[src/rtl/rtc_pkg.sv]
package rtc_pkg;
  localparam logic [23:0] A_COUNT   = 24'h200000;
  localparam logic [23:0] A_MEM0    = 24'h200001;
  localparam logic [23:0] A_SNAP    = 24'h204000;
  localparam logic [23:0] A_TON     = 24'h210000;
  localparam logic [23:0] A_TOFF    = 24'h210001;
  localparam logic [23:0] A_CTL0    = 24'h21000C;
  localparam logic [23:0] A_CTL1    = 24'h21000D;
  localparam int          UNSTABLE_BIT = 11;
  localparam int          LOWBAT_BIT   = 9;

  typedef enum logic [2:0] {
    L_CMD, L_WDAT, L_LATCH, L_RDAT, L_HOLD
  } link_state_e;
endpackage

[src/rtl/rtc_link.sv]
module rtc_link
  import rtc_pkg::*;
#(
  parameter int DATA_W = 32,
  parameter int ADDR_W = 24
) (
  input  logic              clk,
  input  logic              rst_n,
  input  logic              sel,
  input  logic              in_valid,
  output logic              in_ready,
  input  logic              in_bit,
  output logic              out_valid,
  input  logic              out_ready,
  output logic              out_bit,
  output logic [ADDR_W-1:0] acc_addr,
  output logic              wr_en,
  output logic [DATA_W-1:0] wr_data,
  input  logic [DATA_W-1:0] rd_data
);
  localparam int CW    = $clog2(DATA_W);
  localparam int SHIFT = DATA_W - ADDR_W;
  localparam logic [CW-1:0] LAST = CW'(DATA_W - 1);

  link_state_e      st_q;
  logic [CW-1:0]    cnt_q;
  logic [DATA_W-1:0] in_sh_q, out_sh_q;
  logic [ADDR_W-1:0] addr_q;
  logic             wr_q;

  assign in_ready  = sel && (st_q == L_CMD || st_q == L_WDAT);
  assign out_valid = sel && (st_q == L_RDAT);
  assign out_bit   = out_sh_q[DATA_W-1];
  assign acc_addr  = addr_q;
  assign wr_en     = wr_q;
  assign wr_data   = in_sh_q;

  wire in_go  = in_valid && in_ready;
  wire out_go = out_valid && out_ready;

  always_ff @(posedge clk or negedge rst_n) begin
    if (!rst_n) begin
      st_q <= L_CMD; cnt_q <= '0; in_sh_q <= '0; out_sh_q <= '0;
      addr_q <= '0; wr_q <= 1'b0;
    end else begin
      wr_q <= 1'b0;
      if (!sel) begin
        st_q  <= L_CMD;
        cnt_q <= '0;
      end else begin
        unique case (st_q)
          L_CMD, L_WDAT: if (in_go) begin
            in_sh_q <= {in_sh_q[DATA_W-2:0], in_bit};
            cnt_q   <= cnt_q + 1'b1;
            if (cnt_q == LAST) begin
              cnt_q <= '0;
              if (st_q == L_CMD) begin
                // flag bit replaces the address MSB; low bits are ignored
                addr_q <= {1'b0, in_sh_q[DATA_W-3:SHIFT-1]};
                st_q   <= in_sh_q[DATA_W-2] ? L_WDAT : L_LATCH;
              end else begin
                wr_q <= 1'b1;
                st_q <= L_HOLD;
              end
            end
          end
          L_LATCH: begin
            out_sh_q <= rd_data;
            st_q     <= L_RDAT;
          end
          L_RDAT: if (out_go) begin
            out_sh_q <= {out_sh_q[DATA_W-2:0], 1'b0};
            cnt_q    <= cnt_q + 1'b1;
            if (cnt_q == LAST) begin
              cnt_q <= '0;
              st_q  <= L_HOLD;
            end
          end
          default: ;
        endcase
      end
    end
  end
endmodule

[src/rtl/rtc_regbank.sv]
module rtc_regbank
  import rtc_pkg::*;
#(
  parameter int DATA_W     = 32,
  parameter int ADDR_W     = 24,
  parameter int SRAM_WORDS = 16
) (
  input  logic              clk,
  input  logic              rst_n,
  input  logic              tick,
  input  logic              pwr_fail,
  input  logic              batt_low,
  input  logic [ADDR_W-1:0] acc_addr,
  input  logic              wr_en,
  input  logic [DATA_W-1:0] wr_data,
  output logic [DATA_W-1:0] rd_data,
  output logic [DATA_W-1:0] count,
  output logic              unstable
);
  localparam int IW = (SRAM_WORDS > 1) ? $clog2(SRAM_WORDS) : 1;

  logic [DATA_W-1:0] count_q, snap_q, ton_q, toff_q, ctl1_q;
  logic [DATA_W-1:0] mem_q [SRAM_WORDS];
  logic              unstable_q, lowbat_q;

  wire [ADDR_W-1:0] mem_off = acc_addr - ADDR_W'(A_MEM0);
  wire              mem_hit = (acc_addr >= ADDR_W'(A_MEM0)) &&
                              (mem_off < ADDR_W'(SRAM_WORDS));
  wire [IW-1:0]     mem_idx = mem_off[IW-1:0];

  wire hit_cnt  = acc_addr == ADDR_W'(A_COUNT);
  wire hit_ctl0 = acc_addr == ADDR_W'(A_CTL0);
  wire clr_unst = wr_en && hit_ctl0 && wr_data[UNSTABLE_BIT];
  wire clr_lowb = wr_en && hit_ctl0 && wr_data[LOWBAT_BIT];

  always_ff @(posedge clk or negedge rst_n) begin
    if (!rst_n) begin
      count_q <= '0; snap_q <= '0; ton_q <= '0; toff_q <= '0; ctl1_q <= '0;
      unstable_q <= 1'b1; lowbat_q <= 1'b0;
    end else begin
      if (wr_en && hit_cnt)     count_q <= wr_data;
      else if (tick)            count_q <= count_q + 1'b1;
      if (wr_en && acc_addr == ADDR_W'(A_SNAP)) snap_q <= wr_data;
      if (wr_en && acc_addr == ADDR_W'(A_TON))  ton_q  <= wr_data;
      if (wr_en && acc_addr == ADDR_W'(A_TOFF)) toff_q <= wr_data;
      if (wr_en && acc_addr == ADDR_W'(A_CTL1)) ctl1_q <= wr_data;
      if (pwr_fail)      unstable_q <= 1'b1;
      else if (clr_unst) unstable_q <= 1'b0;
      if (batt_low)      lowbat_q <= 1'b1;
      else if (clr_lowb) lowbat_q <= 1'b0;
    end
  end

  for (genvar g = 0; g < SRAM_WORDS; g++) begin : g_mem
    always_ff @(posedge clk or negedge rst_n) begin
      if (!rst_n) mem_q[g] <= '0;
      else if (wr_en && mem_hit && mem_idx == IW'(g)) mem_q[g] <= wr_data;
    end
  end

  always_comb begin
    rd_data = '0;
    if (mem_hit) rd_data = mem_q[mem_idx];
    else begin
      unique case (acc_addr)
        ADDR_W'(A_COUNT): rd_data = count_q;
        ADDR_W'(A_SNAP):  rd_data = snap_q;
        ADDR_W'(A_TON):   rd_data = ton_q;
        ADDR_W'(A_TOFF):  rd_data = toff_q;
        ADDR_W'(A_CTL1):  rd_data = ctl1_q;
        ADDR_W'(A_CTL0): begin
          rd_data[UNSTABLE_BIT] = unstable_q;
          rd_data[LOWBAT_BIT]   = lowbat_q;
        end
        default: rd_data = '0;  // test words and unmapped space
      endcase
    end
  end

  assign count    = count_q;
  assign unstable = unstable_q;
endmodule

[src/rtl/rtc_sram_slave.sv]
module rtc_sram_slave #(
  parameter int DATA_W     = 32,
  parameter int ADDR_W     = 24,
  parameter int SRAM_WORDS = 16
) (
  input  logic clk,
  input  logic rst_n,
  input  logic tick_1hz,
  input  logic pwr_fail,
  input  logic batt_low,
  input  logic sel,
  input  logic in_valid,
  output logic in_ready,
  input  logic in_bit,
  output logic out_valid,
  input  logic out_ready,
  output logic out_bit
);
  logic [ADDR_W-1:0] acc_addr;
  logic              wr_en;
  logic [DATA_W-1:0] wr_data, rd_data, count_q;
  logic              unstable_q;

  rtc_link #(.DATA_W(DATA_W), .ADDR_W(ADDR_W)) u_link (
    .clk, .rst_n, .sel, .in_valid, .in_ready, .in_bit,
    .out_valid, .out_ready, .out_bit,
    .acc_addr, .wr_en, .wr_data, .rd_data
  );

  rtc_regbank #(.DATA_W(DATA_W), .ADDR_W(ADDR_W), .SRAM_WORDS(SRAM_WORDS)) u_regs (
    .clk, .rst_n, .tick(tick_1hz), .pwr_fail, .batt_low,
    .acc_addr, .wr_en, .wr_data, .rd_data,
    .count(count_q), .unstable(unstable_q)
  );
endmodule

[config.mk]
export PLATFORM = sky130hd
export DESIGN_NAME = rtc_sram_slave
export DESIGN_NICKNAME = d
export VERILOG_FILES = /design/src/rtl/rtc_pkg.sv /design/src/rtl/rtc_link.sv /design/src/rtl/rtc_regbank.sv /design/src/rtl/rtc_sram_slave.sv
export SDC_FILE = /design/constraint.sdc
export NUM_CORES = 1
export LEC_CHECK = 0
export BUFFER_PORTS_ARGS = -buffer_cell sky130_fd_sc_hd__buf_2
export CORE_MARGIN = 4
export CORE_UTILIZATION = 51
export DETAILED_ROUTE_END_ITERATION = 10
export PLACE_DENSITY = 0.72
export SLEW_MARGIN = 20
export SYNTH_ARGS = -nofsm -noshare
export SYNTH_HDL_FRONTEND = slang
export SYNTH_SLANG_ARGS = --single-unit
[constraint.sdc]
create_clock -name clk -period 5.2 [get_ports clk]
set_input_delay 1.3 -clock clk [delete_from_list [all_inputs] [get_ports clk]]
set_output_delay 1.3 -clock clk [all_outputs]
set_load 0.02 [all_outputs]
---- Word-level counts from Yosys, hierarchy flattened ----
Index checks and enable logic that the tools add are counted.
word-level totals
  latch bits .............................. 0
  memory bits (read-only) ................. 0
  bits in writable memories ............... 0
  flip-flop bits (word level) ............. 770
  memories kept ........................... 0
  input port bits ......................... 9
operators by class
  shift operators ......................... 0
  $mul .................................... 0
  reduce and logical (&&, ||, !) cells .... 43
  equal/unequal tests ..................... 32
  bitwise logic cells ..................... 1
  mux-type cells .......................... 35
  magnitude comparators ................... 3
  add/subtract/negate cells ............... 3
  div/mod/pow operators ................... 0
operator list
  cell                                                                  number
  2-to-1 mux 32 bit                                                     6
  equality test 23 x 22 -> 1 bit (second input constant)                6
  binary-select mux 32 bit (select 4 bit)                               1
  one-hot mux 20 bit (5 select lines)                                   1
  one-hot mux 32 bit (2 select lines)                                   1
  one-hot mux 9 bit (5 select lines)                                    1
  adder 32 x 1 -> 32 bit (second input constant)                        1
  equality test 4 bit (second input constant)                           8
  logical AND 1 bit                                                     30
  less-than comparator 24 x 5 -> 1 bit (second input constant)          1
  subtractor 23 x 22 -> 24 bit (second input constant)                  1
  greater-or-equal comparator 23 x 22 -> 1 bit (second input constant)  1
  2-to-1 mux 5 bit                                                      4
  2-to-1 mux 3 bit                                                      6
  equality test 4 x 3 -> 1 bit (second input constant)                  4
  one-hot mux 1 bit (6 select lines)                                    2
  one-hot mux 5 bit (2 select lines)                                    1
  AND reduction 5 bit                                                   2
  2-to-1 mux 1 bit                                                      9
  inequality test 3 x 2 -> 1 bit (second input constant)                3
  one-hot mux 3 bit (3 select lines)                                    1
  AND reduction 3 bit                                                   3
  equality test 4 x 2 -> 1 bit (second input constant)                  2
  nonzero test 2 bit                                                    4
  17 further kinds                                                      18

---- Longest topological paths before layout ----
  word-level depth ........................ 7
  mapped depth ............................ 16
  depth with buffers taken out ............ 8

---- By module ----
From an unflattened synthesis, not the netlist that was laid out.
second synthesis, totals
  cells, all modules ...................... 2574
  area, all modules ....................... 36263.5 µm²
by module, submodules not included
  module       cells each  instances  area an instance (µm²)
  rtc_regbank  2288        1          31900.6
  rtc_link     286         1          4362.9

---- Worst setup path after synthesis ----
No wires, ideal clock.
  kind .................................... flip-flop to flip-flop
  from .................................... register u_link.addr_q[0], in the netlist u_link.acc_addr[0]
  to ...................................... register u_regs.mem_q[353] in the netlist's numbering
  required time ........................... 5075 ps
  arrival time ............................ 4457 ps
  path slack .............................. 618 ps
  cell stages (with the launch flop) ...... 17
  buffers on the path ..................... 8
  clock period less this slack ............ 4582 ps
  path through ............................ dfrtp_1 > clkbuf_1 > buf_2 > buf_1 > clkbuf_1 > inv_1 > ha_1 > clkbuf_1 > or3b_2 > clkbuf_1 > nor3b_1 > nor3_1 > nor4_2 > buf_2 > nand4_1 > clkbuf_1 > mux2_2
between the ends
  cells in the longest elaborated chain, start to end .. 5
RTL lines
  what                                  RTL line           source
  start: declaration                    rtc_link.sv:28     logic [ADDR_W-1:0] addr_q;
  start signal: assignment              rtc_link.sv:59     addr_q <= {1'b0, in_sh_q[DATA_W-3:SHIFT-1]};
  subtractor 23 x 22 -> 24 bit          rtc_regbank.sv:26  wire [ADDR_W-1:0] mem_off = acc_addr - ADDR_W'(A_MEM0);
  less-than comparator 24 x 5 -> 1 bit  rtc_regbank.sv:28  (mem_off < ADDR_W'(SRAM_WORDS));
  logical AND 1 bit                     rtc_regbank.sv:27  wire mem_hit = (acc_addr >= ADDR_W'(A_MEM0)) &&
  logical AND 1 bit                     rtc_regbank.sv:57  else if (wr_en && mem_hit && mem_idx == IW'(g)) mem_q[g] <= wr_data;
  logical AND 1 bit (*)                 rtc_regbank.sv:57
  end signal: indexed assignment        rtc_regbank.sv:57
  end: declaration                      rtc_regbank.sv:23  logic [DATA_W-1:0] mem_q [SRAM_WORDS];
Mark *: on every way between the ends. The rest lies on a longest branch, timed or not.
A chain may end at the register's enable or synchronous reset.

---- Worst setup path in the final report ----
  from .................................... register u_link.addr_q[0], in the netlist u_link.acc_addr[0]
  to ...................................... register u_regs.mem_q[278] in the netlist's numbering
Same word-level chain as after synthesis.

==> out/metrics.csv <==
metric;value;unit
numClockSinks;770;
status;complete, no violations;
crit_type;reg -> reg;
nNetsFinal;2422;
yosys.area.top_type_share;54.8;%
core_area;67600;sq um
finClkSkew;0.0273;ns
cts_max_level;3;
post_cts_resized;0;
ant_nets;0;
grt_antenna_before_repair;2;
cap_violations;0;
power_density;345;nW/um^2
tightest_slew;1.08;ns
first_pass_iters;5;
drc_errors;0;
hold_buffers;0;
synth-seq-cells;770;
yosysSeqAreaShare;54.9;%
grt.overflow.total;0;
synth_top_flop_cell;dfrtp_1;
routed_wl;87000;microns
yosysMostFrequentCell;dfrtp_1;
static-leakage-power;0.0185;uW
syn_avg_cell_area;14.1;sq um
fmax;238;MHz
drt_iter0_markers;1791;
setup.worst_path.start_class;flip-flop;
clkPwrFrac;43.9;%
period_needed;4.20;ns
critPathCaptureType;flip-flop;
path_max_fanout;34;
synth_area_leaders;dfrtp_1 55%, mux2_2 18%, mux4_2 8.4%;
die-width;270;microns
cts_setup_buffers;0;
finalSetupTns;0;ns
clk_path_buf_depth;3;
yosys-top-cells-count;769 x dfrtp_1, 569 x mux2_2, 169 x clkbuf_1;
sw_frac_of_total;25.6;%
hold_ws;0.478;ns
worstSkewPairLatency;0.65;ns
maxSlewViolCount;0;
internal_power;9920;uW
gp_congestion;0.834;
synth_warnings;0;
yosysUniqueCellTypes;57;
synthArstFlopShare;100;%
synth_nets;2497;
hold_viol_final;0;
required;5.71;ns
sequentialPowerShare;50.3;%
grt_pass1_wl;137000;microns
peakVddDrop;236;uV
die_area;73100;sq um
drive_gt1_share;37.3;%
grt_pass1_vias;23200;
synth_edf_count;0;
grt_max_degree;115;
relSlewSlack;27.7;%
synth_area_leader_cell;dfrtp_1;
wire_per_inst;26.0;microns
syn2layout_area_growth;10.3;%
start_util;51.9;%
switchingPower;3410;uW
ios;12;
postSynthCellCount;2481;
num_rows;95;
period_share;80.7;%
hpwl;51200;microns
syn_area;35100;sq um
rsz0062_at_grt;false;
io_buffers;11;
vias_per_cell;6.41;
power_frac_comb;5.8;%
grt_use_total;24.0;%
clk_pin_slew;0.06;ns
hp-class;reg -> reg;
cts-root-buf;clkbuf_16;
setup_violations;0;
cts_buffers;82;
cts_tree;yes;
vias;21400;
die_h;270;microns
worstPathArrival;4.71;ns
worst max-delay path, cell delays in order (launching register included):
cell	delay, ns
dfrtp_4	0.70
inv_1	0.22
ha_4	0.21
nor3b_2	0.43
nand3_1	0.14
a2111o_1	0.50
a2111oi_4	0.37
buf_4	0.50
nand4_1	0.17
buf_4	0.39
mux2_1	0.40
registers in the layout, indices dropped and copies added, names as in the netlist:
signal and cells:
u_link.cnt_q 5, u_regs.toff_q 32, u_link.wr_data 32, u_link.acc_addr 23, u_link.st_q 3, u_regs.snap_q 32, u_regs.mem_q 512, u_regs.ctl1_q 32
u_regs.lowbat_q 1, u_link.out_sh_q 32, u_regs.count 32, u_regs.unstable 1, u_link.wr_en 1, u_regs.ton_q 32
cell usage in the layout (no fill, tap or decap), drive strengths merged, types with 35 or more instances in the layout:
cell type,count
a21oi,35
a221o,56
a22o,57
buf,70
clkbuf,119
dfrtp,769
inv,44
mux2,692
mux4,131
nand2,97
nor2,59
nor4,43
o21ai,69
kinds of logic (layout without fill, tap and decap cells):
kind of cell             after synthesis  count (layout)  share of synthesized area [%]
buffers and inverters                268             253                           3.00
adder cells (fa/ha/maj)                7               7                          0.250
flip-flops                           770             770                           54.9
multiplexers                         825             825                           30.7
XOR/XNOR                              34              34                          0.849
other                                  0               2                              0
AO/OA/AOI/OAI                        277             277                           6.04
AND/OR/NAND/NOR                      300             300                           4.27
metal layers:
metal / share of wire, % / track usage (%) / vias to the layer above
li1: - / - / 9082
met1: 42 / 32.6 / 11500
met2: 48 / 38.9 / 663
met3: 6.9 / 5.83 / 182
met4: 2.9 / 7.10 / 2
met5: 0.0080 / 0 / -
stage by stage:
stage | cell area, sq um | power (uW) | utilization, % | setup slack, ns | instances
finish | 38700 | 13300 | 57.2 | 1.00 | 3341
CTS | 38700 | 13400 | 57.2 | 1.07 | 3339
global placement | 36000 | 7510 | 53.2 | 1.09 | 3195
global route | 38700 | 13800 | 57.2 | 0.794 | 3339
detailed placement | 36000 | 7570 | 53.2 | 1.07 | 3195
floorplan | 35100 | 7110 | - | 0.618 | 2481
power groups by stage:
stage               Combinational [uW]  Sequential (uW)  Clock [uW]
global route                       877             6750        6200
floorplan                          648             6470           0
finish                             773             6710        5850
CTS                                778             6700        5930
detailed placement                 772             6800           0
global placement                   731             6770           0
path summary, 6_finish.rpt:
check / startpoint / to / cells past startpoint / slack (ns)
max reg2reg: u_link.acc_addr[0]$_DFFE_PN0P_ / u_regs.mem_q[278]$_DFFE_PN0P_ / 10 / 1.00
max: u_link.acc_addr[0]$_DFFE_PN0P_ / u_regs.mem_q[278]$_DFFE_PN0P_ / 10 / 1.00
min in group asynchronous: rst_n / u_regs.toff_q[29]$_DFFE_PN0P_ / 1 / 0.70
min: u_regs.lowbat_q$_DFFE_PN0P_ / u_regs.lowbat_q$_DFFE_PN0P_ / 1 / 0.48
min reg2reg: u_regs.lowbat_q$_DFFE_PN0P_ / u_regs.lowbat_q$_DFFE_PN0P_ / 1 / 0.48
max in group asynchronous: rst_n / u_link.st_q[2]$_DFFE_PN0P_ / 3 / 3.35
layout make-up:
cell class	count	area, sq um
Timing Repair Buffer	70	633
Fill cell	5138	28900
Tap cell	873	1090
Inverter	39	146
Sequential cell	770	19300
Clock buffer	119	2360
Antenna cell	2	5.00
Multi-Input combinational cell	1443	14800
Clock inverter	25	348
Power figures use the tool's default switching activity.
